**config.mk**
```make
export PLATFORM = sky130hd
export DESIGN_NAME = mc_macrocell
export DESIGN_NICKNAME = d
export VERILOG_FILES = /design/src/rtl/mc_pkg.sv /design/src/rtl/mc_pterm.sv /design/src/rtl/mc_clk_sel.sv /design/src/rtl/mc_store.sv /design/src/rtl/mc_macrocell.sv
export SDC_FILE = /design/constraint.sdc
export NUM_CORES = 1
export LEC_CHECK = 0
export BUFFER_PORTS_ARGS = -buffer_cell sky130_fd_sc_hd__buf_4
export CORE_UTILIZATION = 35
export DETAILED_ROUTE_END_ITERATION = 16
export PLACE_DENSITY = 0.91
export SLEW_MARGIN = 10
export SYNTH_ARGS = -nofsm -noshare
export SYNTH_HDL_FRONTEND = slang
export SYNTH_HIERARCHICAL = 1
export SYNTH_SLANG_ARGS = --single-unit
```
**constraint.sdc**
```tcl
create_clock -name clk -period 3 [get_ports clk]
set_clock_uncertainty 0.15 [all_clocks]
set_input_delay 0.15 -clock clk [delete_from_list [all_inputs] [get_ports clk]]
set_output_delay 0.15 -clock clk [all_outputs]
set_load 0.03 [all_outputs]
```
**src/rtl/mc_pkg.sv**
```systemverilog
package mc_pkg;
  typedef struct packed {
    logic pol;
    logic tff;
    logic neg;
    logic ptclk;
    logic out_reg;
    logic fb_reg;
  } mc_mode_t;

  typedef enum logic {EDGE_RISE = 1'b0, EDGE_FALL = 1'b1} mc_edge_e;

  function automatic int unsigned term_oe(input int unsigned n_sum);
    return n_sum;
  endfunction

  function automatic int unsigned term_clk(input int unsigned n_sum);
    return n_sum + 1;
  endfunction

  function automatic int unsigned term_clr(input int unsigned n_sum);
    return n_sum + 2;
  endfunction
endpackage

```
**src/rtl/mc_pterm.sv**
```systemverilog
module mc_pterm #(
  parameter int unsigned W = 5
) (
  input  logic [W-1:0] vec,
  input  logic [W-1:0] inc,
  input  logic [W-1:0] inv,
  output logic         hit
);
  logic [W-1:0] lit;
  always_comb begin
    lit = (vec ^ inv) | ~inc;
    hit = (|inc) & (&lit);
  end
endmodule

```
**src/rtl/mc_clk_sel.sv**
```systemverilog
module mc_clk_sel
  import mc_pkg::*;
(
  input  logic clk,
  input  logic rst,
  input  logic gclk,
  input  logic pt_clk,
  input  logic sel_pt,
  input  logic neg,
  output logic tick
);
  logic src, prev_r;
  mc_edge_e pol;

  always_comb begin
    src  = sel_pt ? pt_clk : gclk;
    pol  = neg ? EDGE_FALL : EDGE_RISE;
    tick = (pol == EDGE_FALL) ? (prev_r & ~src) : (~prev_r & src);
  end

  always_ff @(posedge clk) begin
    if (rst) prev_r <= 1'b0;
    else     prev_r <= src;
  end
endmodule

```
**src/rtl/mc_store.sv**
```systemverilog
module mc_store (
  input  logic clk,
  input  logic rst,
  input  logic tick,
  input  logic clr,
  input  logic tff,
  input  logic d,
  output logic q
);
  logic nxt;
  always_comb begin
    nxt = q;
    if (clr)       nxt = 1'b0;
    else if (tick) nxt = tff ? (q ^ d) : d;
  end

  always_ff @(posedge clk) begin
    if (rst) q <= 1'b0;
    else     q <= nxt;
  end
endmodule

```
**src/rtl/mc_macrocell.sv**
```systemverilog
module mc_macrocell
  import mc_pkg::*;
#(
  parameter int unsigned N_IN  = 4,
  parameter int unsigned N_SUM = 8,
  parameter int unsigned W     = N_IN + 1,
  parameter int unsigned NT    = N_SUM + 3
) (
  input  logic            clk,
  input  logic            rst,
  input  logic [N_IN-1:0] arr_in,
  input  logic            gclk,
  input  logic            pad_i,
  input  logic [NT*W-1:0] cfg_inc,
  input  logic [NT*W-1:0] cfg_inv,
  input  logic            cfg_pol,
  input  logic            cfg_tff,
  input  logic            cfg_neg,
  input  logic            cfg_ptclk,
  input  logic            cfg_out_reg,
  input  logic            cfg_fb_reg,
  output logic            pad_o,
  output logic            pad_oe
);
  localparam int unsigned T_OE  = term_oe(N_SUM);
  localparam int unsigned T_CLK = term_clk(N_SUM);
  localparam int unsigned T_CLR = term_clr(N_SUM);

  mc_mode_t     mode;
  logic         q_r;
  logic         fb;
  logic [W-1:0] vec;
  logic [NT-1:0] terms;
  logic         sum_val;
  logic         ff_tick;
  logic         clr_hit;

  always_comb begin
    mode = '{pol: cfg_pol, tff: cfg_tff, neg: cfg_neg, ptclk: cfg_ptclk,
             out_reg: cfg_out_reg, fb_reg: cfg_fb_reg};
    fb   = mode.fb_reg ? q_r : pad_i;
    vec  = {fb, arr_in};
  end

  for (genvar t = 0; t < NT; t++) begin : g_term
    mc_pterm #(.W(W)) u_pt (
      .vec(vec),
      .inc(cfg_inc[t*W +: W]),
      .inv(cfg_inv[t*W +: W]),
      .hit(terms[t])
    );
  end

  always_comb begin
    sum_val = (|terms[N_SUM-1:0]) ^ mode.pol;
    clr_hit = terms[T_CLR];
  end

  mc_clk_sel u_clk (
    .clk(clk), .rst(rst), .gclk(gclk), .pt_clk(terms[T_CLK]),
    .sel_pt(mode.ptclk), .neg(mode.neg), .tick(ff_tick)
  );

  mc_store u_ff (
    .clk(clk), .rst(rst), .tick(ff_tick), .clr(clr_hit),
    .tff(mode.tff), .d(sum_val), .q(q_r)
  );

  always_comb begin
    pad_o  = mode.out_reg ? q_r : sum_val;
    pad_oe = ~rst & terms[T_OE];
  end
endmodule

```
After elaboration in Yosys (flattened, before gate mapping)
Index checks and enable logic that the tools add are counted.
Word-level totals
  logic and storage cells: 84
  register bits after elaboration: 2
Operators by class
  reductions and logical operators: 24
  mux-type cells: 6
  bitwise operators: 52
Operators with widths (number)
  NOT 5 bit: 11
  OR 5 bit: 11
  AND reduction 5 bit: 11
  OR reduction 5 bit: 11
  XOR 5 bit: 11
  bitwise AND 1 bit: 14
  OR reduction 8 bit: 1
  2-to-1 mux 1 bit: 6
  NOT 1 bit: 3
  OR reduction 2 bit: 1
  XOR 1 bit: 2

Logic depth before layout (Yosys ltp)
Gate-level depths: netlist of the first run.
  depth in word-level cells: 9
  depth in mapped cells: 10

Cells and area by module
The synthesis of the first run kept the hierarchy.
By module, submodules not included
  mc_pterm: cells each 10, times used 11, area an instance 87.6 um^2
  mc_macrocell: cells each 11, times used 1, area an instance 101.3 um^2
  mc_store: cells each 7, times used 1, area an instance 56.3 um^2
  mc_clk_sel: cells each 6, times used 1, area an instance 53.8 um^2

Worst setup path after synthesis of the first run
OpenSTA, ideal clock, no wires.
  kind: register -> output
  from: reg u_ff.q
  to: out pad_o
  data required time: 2700 ps
  arrival time: 2231 ps
  stages on the path, launching flop included: 8
  slack: 469 ps
  cells stage by stage: dfxtp_1 mux2_1 xnor2_1 a22oi_1 and3_1 nor4_4 nand2_2 a221oi_2
On the way
  cells in the longest elaborated chain, start to end: 8
  elaborated cells between the ends (all ways): 36
RTL lines
  start, declared: line mc_store.sv:8  | output logic q
  start signal, assigned: line mc_store.sv:19  | else q <= nxt;
  2-to-1 mux 1 bit: line mc_macrocell.sv:41  | fb = mode.fb_reg ? q_r : pad_i;
  net fb: line mc_macrocell.sv:31  | logic fb;
  XOR 5 bit: line mc_pterm.sv:11  | lit = (vec ^ inv) | ~inc;
  OR 5 bit: line mc_pterm.sv:11
  AND reduction 5 bit: line mc_pterm.sv:12  | hit = (|inc) & (&lit);
  bitwise AND 1 bit: line mc_pterm.sv:12
  net terms[3]: line mc_macrocell.sv:33  | logic [NT-1:0] terms;
  OR reduction 8 bit: line mc_macrocell.sv:55  | sum_val = (|terms[N_SUM-1:0]) ^ mode.pol;
  XOR 1 bit: line mc_macrocell.sv:55
  2-to-1 mux 1 bit: line mc_macrocell.sv:70  | pad_o = mode.out_reg ? q_r : sum_val;
  end, declared: line mc_macrocell.sv:22  | output logic pad_o,
The timed path passes the listed nets, and every way through them passes these cells.

Worst setup path after layout of the first run
Ends and elaborated chain as after synthesis.

==> impl_metrics.tcl, run 1 <==
set metrics [dict create \
    critical_path.max_fanout 11 \
    nets 389 \
    period_needed_ps 2680 \
    crit_type "flop to primary output" \
    internal-power_uw 286 \
    start_kind "flop" \
    endpoint_kind "primary output" \
    cp.required_ps 2700 \
    netSwitchingFraction_pct 35.5 \
    io_pins 126 \
    grt_pass1_wl_mm 6.53 \
    seqPwrFrac_pct 6.8 \
    rsz0062_at_grt "no" \
    clock_power_share_pct 14.4 \
    drt_iter0_markers 48 \
    clkTransAtPathRegs_ps 30 \
    area_growth_pct 87.3 \
    power_switching_uw 158 \
    cts_buffers 3 \
    cap_violations 0 \
    wl_mm 4.30 \
    fin_ws_ps 319 \
    root_buffer "clkbuf_4" \
    htreeDepth 1 \
    netlist_instances 134 \
    grt_max_degree 12 \
    cts_tree "done" \
    postLayoutCellArea_mm2 0.00220 \
    port_buffers 125 \
    max-slew-margin-rel_pct 75.4 \
    dp_slack_ps 302 \
    drc_errors 0 \
    ys_warn_count 6 \
    grt_usage_pct 24.4 \
    dp.cells 303 \
    diodes 0 \
    drive_above_1_share_pct 55.1 \
    antenna_found_initial 0 \
    drtAntennaViolNets 0 \
    power.total_uw 443 \
    grt_pass1_vias 1575 \
    cts_buffer_depth 2 \
    max_freq_mhz 373 \
    first_pass_iters 4 \
    viasPerCell 5.11 \
    status "complete, no violations" \
    synth_area_mm2 0.00117 \
    fp.dieW_um 59.9 \
    final_cell_count_no_fill 307 \
    place_area_mm2 0.00217 \
    rows 20 \
    fin_tns_setup_ps 0 \
    clock-sinks 2 \
    dp_hpwl_mm 3.62 \
    hp-class "input port to flop" \
    wl_per_cell_um 14.0 \
    final_max_slew_viol_count 0 \
    synth-seq-area-share_pct 3.41 \
    period_share_pct 89.4 \
    synth_cell_types 19 \
    peakVddDrop_mv 0.114 \
    synth_fp_nets 258 \
    p_comb_share_pct 78.7 \
    hold_viol 0 \
    core-area_mm2 0.00313 \
    vias 1570 \
    die_area_mm2 0.00359 \
    die_y_um 59.9 \
    initial_core_util_pct 37.6 \
    synth-seq-cells 2 \
    overflow 0 \
    gp_congestion 0.773 \
    final_util_pct 70.4 \
    clock_latency_ps 230 \
    avgSynthCellArea_um2 8.77 \
    rrSetupSlack_ps 490 \
    arrival_ps 2380 \
    p_leak_nw 0.990 \
    grt_use_met1_pct 24.6 \
    tightest_slew_ps 369 \
    use_met3_pct 3.90 \
    final-setup-viol-count 0 \
    hold_slack_ps 59.3 \
    power.density_mw_per_mm2 201 \
    grt_use_met2_pct 49.0 \
    grt.busiest_layer "met2" \
]
[final timing paths]
| check | startpoint | end | cells past startpoint |
|---|---|---|---|
| worst max-delay path | u_ff/q | pad_o | 8 |
| worst min-delay path | gclk | u_clk/prev_r | 3 |
| worst max register to register | u_ff/q | u_ff/q | 10 |
| worst min register to register | u_ff/q | u_ff/q | 2 |
[synth_stat cells]
library cell | n | area, um2
xnor2_1 | 55 | 482
a22oi_1 | 22 | 165
mux2i_1 | 13 | 130
and3_1 | 12 | 75.1
nor4_2 | 12 | 150
nor2b_1 | 3 | 18.8
dfxtp_1 | 2 | 40.0
inv_1 | 2 | 7.51
nand2_1 | 2 | 7.51
nor2_1 | 2 | 7.51
a211oi_2 | 1 | 12.5
a221oi_2 | 1 | 15.0
mux2_1 | 1 | 11.3
nand2_2 | 1 | 6.26
nand3_1 | 1 | 5.00
nor4_4 | 1 | 21.3
o21ai_1 | 1 | 5.00
or2_1 | 1 | 6.26
xor2_1 | 1 | 8.76
[power by group through the flow]
stage	Clock, mW	Combinational [mW]	Sequential (mW)
2_1_floorplan	0	0.162	0.0303
3_3_place_gp	0	0.339	0.0304
3_5_place_dp	0	0.347	0.0306
4_1_cts	0.0654	0.349	0.0302
5_1_grt	0.0655	0.377	0.0303
6_report	0.0640	0.349	0.0303
[critical path, cell delays in order, from the launching register on]
cell and delay [ps]:
dfxtp_1 320, mux2_2 430, xnor2_1 200, a22oi_1 110, and3_1 200, nor4_2 340
nand2_2 110, a221oi_2 240, buf_4 200
[sequential cells by signal (all words and copies together), names as in the netlist]
register / cells
u_ff/q: 1
u_clk/prev_r: 1
[cell type report]
| cell class | count | area, um2 |
|---|---|---|
| Multi-Input combinational cell | 130 | 1130 |
| Sequential cell | 2 | 40.0 |
| Tap cell | 44 | 55.1 |
| Clock buffer | 3 | 22.5 |
| Fill cell | 261 | 927 |
| Timing Repair Buffer | 126 | 948 |
| Inverter | 2 | 7.51 |
[layer usage]
metal	part of all wire, %	up-vias
met5	0	-
met4	2.2	0
met3	8.5	13
met2	53	87
met1	37	708
li1	-	762
[cell usage in the layout (no fill, tap or decap), types with 2 or more instances in the layout]
| cell type | n |
|---|---|
| a22oi_1 | 22 |
| and3_1 | 12 |
| buf_4 | 125 |
| clkbuf_4 | 3 |
| dfxtp_1 | 2 |
| inv_1 | 2 |
| mux2i_1 | 13 |
| nand2_1 | 2 |
| nor2_1 | 2 |
| nor2b_1 | 3 |
| nor4_2 | 12 |
| xnor2_1 | 55 |
[what timing repair did]
action / in CTS / in global routing
resized for setup: 0 / 1
hold endpoints to repair: 2 / 0
endpoints found under the setup margin: 0 / 1
buffers inserted: 0 / 0
hold buffers: 1 / 0
[logic make-up after synthesis]
logic type | count (synthesis) | synth area share, %
xor+xnor | 56 | 41.7
simple gates | 35 | 25.3
compound gates | 25 | 16.8
mux | 14 | 12.0
flops | 2 | 3.41
buf+inv | 2 | 0.639
No activity file was read; power rests on OpenSTA's default activity.
==> inputs of run 2 (changes only) <==
- CORE_ASPECT_RATIO: not set -> 0.6
- CTS_BUF_LIST: not set -> sky130_fd_sc_hd__clkbuf_16
==> impl_metrics.tcl, run 2 (same netlist as run 1, synthesis figures left out) <==
set metrics [dict create \
    rows 15 \
    hp-class "input port to flop" \
    drive_above_1_share_pct 55.1 \
    grt_pass1_wl_mm 6.92 \
    die_y_um 46.9 \
    cp.required_ps 2700 \
    multiInputGateArea_mm2 0.00113 \
    dp.cells 301 \
    core-area_mm2 0.00302 \
    cap_violations 0 \
    peakVddDrop_mv 0.208 \
    gp_congestion 0.799 \
    grt_pass1_vias 1532 \
    wl_per_cell_um 14.9 \
    layout_commonest_cell "buf_4" \
    tightest_slew_ps 360 \
    max-slew-margin-rel_pct 76.0 \
    final_max_slew_viol_count 0 \
    timing.rr.end "u_ff/q" \
    max_freq_mhz 364 \
    reg2regPathDepth 10 \
    cts_buffer_depth 2 \
    arrival_ps 2450 \
    drc_errors 0 \
    drtAntennaViolNets 0 \
    routed.top_layer "met3" \
    critical_path.max_fanout 11 \
    cts_tree "done" \
    nets 389 \
    first_pass_iters 4 \
    fin_tns_setup_ps 0 \
    overflow 0 \
    status "complete, no violations" \
    wl_met3_um 354 \
    dp_hpwl_mm 3.66 \
    hp-start "gclk" \
    start_kind "flop" \
    hold_slack_ps 90.7 \
    grt_usage_pct 25.2 \
    cts_buffers 3 \
    clkTransAtPathRegs_ps 30 \
    rr_startpoint "u_ff/q" \
    final-setup-viol-count 0 \
    fp.dieW_um 76.8 \
    m1WireLength_mm 1.99 \
    final_util_pct 74.5 \
    seqCellArea_um2 40.0 \
    vias 1516 \
    rrSetupSlack_ps 390 \
    period_needed_ps 2750 \
    period_share_pct 91.5 \
    crit_type "flop to primary output" \
    rsz0062_at_grt "no" \
    power.total_uw 582 \
    endpoint_kind "primary output" \
    top_regs "u_clk/prev_r (1), u_ff/q (1)" \
    diodes 0 \
    post_cts_buffers 0 \
    route.met2.wl_mm 2.21 \
    grt_max_degree 12 \
    holdPathEnd "u_clk/prev_r" \
    io_pins 126 \
    wl_mm 4.55 \
    htreeDepth 1 \
    clock-sinks 2 \
    area_growth_pct 91.6 \
    p_leak_nw 1.01 \
    hold_viol 0 \
    viasPerCell 4.97 \
    drt_iter0_markers 41 \
    port_buffers 125 \
    layout_common_cells "buf_4, xnor2_1, a22oi_1" \
    die_area_mm2 0.00360 \
    fill_cells 226 \
    power.density_mw_per_mm2 258 \
    holdPathStages 3 \
    final_cell_count_no_fill 305 \
    root_buffer "clkbuf_16" \
    initial_core_util_pct 38.9 \
    antenna_found_initial 0 \
    clock_latency_ps 220 \
]
==> run 2: worst max-delay path by stage <==
stage / start / to / slack (ps) / depth (start not counted)
after floorplan: u_ff/q / pad_o / 470 / 7
after global placement: u_ff/q / pad_o / 340 / 8
after detailed placement: u_ff/q / u_ff/q / 240 / 10
after CTS: u_ff/q / pad_o / 40 / 8
after global routing: u_ff/q / pad_o / 100 / 8
final: u_ff/q / pad_o / 250 / 8
==> run 2: stage by stage <==
| step | cell area, um2 | setup slack (ps) |
|---|---|---|
| after floorplan | 1170 | 469 |
| after global placement | 2170 | 339 |
| after detailed placement | 2170 | 242 |
| after CTS | 2250 | 43.1 |
| after global routing | 2250 | 102 |
| final | 2250 | 255 |
==> run 2: where the power goes <==
group	leakage, nW	internal (mW)	total [mW]	switching (mW)
logic	0.960	0.212	0.353	0.140
clock network	0.0370	0.169	0.198	0.0289
registers	0.0164	0.0290	0.0307	0.00178
==> run 2: timing repair <==
action | 4_1_cts | 5_1_grt
setup endpoints to repair | 0 | 1
hold buffers | 1 | 0
resized for setup | 0 | 1
hold endpoints to repair | 2 | 0
==> run 2: metal layers <==
layer  vias to the layer above  global-route usage, %
li1                        763                      -
met1                       681                   30.3
met2                        72                   49.3
met3                         0                   5.24
met4                         0                   3.46
met5                         -                      0
==> run 2: layout make-up <==
| class | instances | area share (%) |
|---|---|---|
| clock buffer | 3 | 3.34 |
| tap | 42 | 2.33 |
| sequential | 2 | 1.78 |
| inverter | 2 | 0.334 |
| timing repair buffer | 126 | 42.1 |
| multi-input combinational | 130 | 50.1 |
==> run 2: worst max-delay path, cell delays in order (launching register included) <==
cell and delay [ps]:
dfxtp_1 380, mux2_2 420, xnor2_1 170, a22oi_1 100
and3_1 190, nor4_2 380, nand2_2 110, a221oi_2 250
buf_4 200
==> inputs of run 3 (changes only) <==
==> constraint.sdc (replaced) <==
create_clock -name clk -period 3 [get_ports clk]
set_clock_uncertainty 0.15 [all_clocks]
set_input_delay 0.6 -clock clk [delete_from_list [all_inputs] [get_ports clk]]
set_output_delay 0.6 -clock clk [all_outputs]
set_load 0.03 [all_outputs]
==> impl_metrics.tcl, run 3 (same netlist as run 1, synthesis figures left out) <==
set metrics [dict create \
    status "finished, violations left" \
    violations "setup timing" \
    ctsHoldBuffers 0 \
    drc_errors 0 \
    grt_usage_pct 25.4 \
    die_area_mm2 0.00360 \
    cts_buffer_depth 2 \
    antenna_found_initial 0 \
    io_pins 126 \
    rows 15 \
    layout_commonest_cell "buf_4" \
    place_area_mm2 0.00221 \
    peakVddDrop_mv 0.162 \
    endpoint_kind "primary output" \
    arrival_ps 2350 \
    clock_latency_ps 220 \
    hp-start "rst" \
    netSwitchingFraction_pct 29.5 \
    top_regs "u_clk/prev_r (1), u_ff/q (1)" \
    drive_above_1_share_pct 58.6 \
    reg2regPathDepth 11 \
    rsz0062_at_grt "yes" \
    core-area_mm2 0.00302 \
    max-slew-margin-rel_pct 82.1 \
    wl_per_cell_um 14.6 \
    cts_tree "done" \
    power_switching_uw 181 \
    rrSetupSlack_ps 540 \
    cp.required_ps 2250 \
    rr_startpoint "u_ff/q" \
    grt_max_degree 12 \
    viasPerCell 5.14 \
    diodes 0 \
    port_buffers 125 \
    dp_slack_ps -274 \
    drt_iter0_markers 31 \
    period_share_pct 103 \
    seqPwrFrac_pct 5.0 \
    vias 1594 \
    grt_pass1_wl_mm 7.00 \
    fill_cells 225 \
    dp_hpwl_mm 3.72 \
    multiInputGateArea_mm2 0.00121 \
    cts_buffers 3 \
    final_max_slew_viol_count 0 \
    drtAntennaViolNets 0 \
    postLayoutCellArea_mm2 0.00237 \
    nets 394 \
    p_leak_nw 1.08 \
    root_buffer "clkbuf_16" \
    hp-class "input port to flop" \
    cap_violations 0 \
    gp_congestion 0.819 \
    htreeDepth 1 \
    clock-sinks 2 \
    final-setup-viol-count 1 \
    clkTransAtPathRegs_ps 30 \
    area_growth_pct 101 \
    die_y_um 46.9 \
    critical_path.max_fanout 5 \
    p_comb_share_pct 62.3 \
    tightest_slew_ps 261 \
    period_needed_ps 3100 \
    grt_pass1_vias 1558 \
    fp.dieW_um 76.8 \
    initial_core_util_pct 38.9 \
    seqCellArea_um2 40.0 \
    wl_mm 4.54 \
    clock_power_share_pct 32.7 \
    fin_ws_ps -101 \
    overflow 0 \
    timing.rr.end "u_ff/q" \
    max_freq_mhz 323 \
    power.density_mw_per_mm2 259 \
    crit_type "input port to primary output" \
    layout_common_cells "buf_4, xnor2_1, a22oi_1" \
    internal-power_uw 433 \
    fin_tns_setup_ps -101 \
    holdPathStages 2 \
    holdPathEnd "u_ff/q" \
    first_pass_iters 4 \
    hold_viol 0 \
    start_kind "input port" \
]
run 3: final cells by class:
class                           instances  area share (%)
Sequential cell                         2            1.69
Clock buffer                            3            3.17
Timing Repair Buffer                  130            41.5
Tap cell                               42            2.22
Multi-Input combinational cell        131            51.1
Inverter                                2           0.317
run 3: how the worst max path moves through the flow:
stage / start / cells past startpoint / end
6_report: cfg_fb_reg / 9 / pad_o
3_3_place_gp: cfg_fb_reg / 9 / pad_o
4_1_cts: cfg_fb_reg / 9 / pad_o
3_5_place_dp: cfg_fb_reg / 9 / pad_o
5_1_grt: cfg_fb_reg / 9 / pad_o
2_1_floorplan: cfg_fb_reg / 7 / pad_o
run 3: power groups by stage:
stage                     Sequential [mW]  Combinational (mW)  Clock, mW
after floorplan                    0.0303               0.167          0
after global placement             0.0307               0.353          0
after detailed placement           0.0307               0.358          0
after CTS                          0.0306               0.381      0.204
after global routing               0.0309               0.410      0.207
final                              0.0308               0.383      0.201
run 3: what timing repair did:
item,CTS,global route
pin swaps,10,2
gates cloned,1,0
buffers inserted,1,0
resized for setup,9,1
setup endpoints to repair,1,1
hold endpoints to repair,0,0
run 3: metrics by stage:
stage / power (mW) / hold slack, ps / util [%] / std cells
finish: 0.614 / 411 / 78.3 / 310
global route: 0.648 / 420 / 78.3 / 310
CTS: 0.615 / 405 / 78.1 / 310
detailed placement: 0.389 / 383 / 73.2 / 305
global placement: 0.383 / 386 / 73.2 / 305
floorplan: 0.197 / 350 / - / 134
run 3: per-layer routing:
metal | GRT usage [%] | vias to the layer above | share of wire (%) | routed length (um)
met2 | 50.2 | 84 | 48 | 2200
met5 | 0 | - | 0 | 0
li1 | - | 777 | - | -
met1 | 28.7 | 725 | 40 | 1840
met3 | 4.66 | 8 | 9.5 | 433
met4 | 10.0 | 0 | 1.6 | 72
run 3: critical path: stages:
cell	delay (ps)
buf_6	100
mux2_4	370
xnor2_2	130
a22oi_1	100
and3_4	200
nor4_4	330
nand2_2	120
a221oi_4	240
buf_6	160
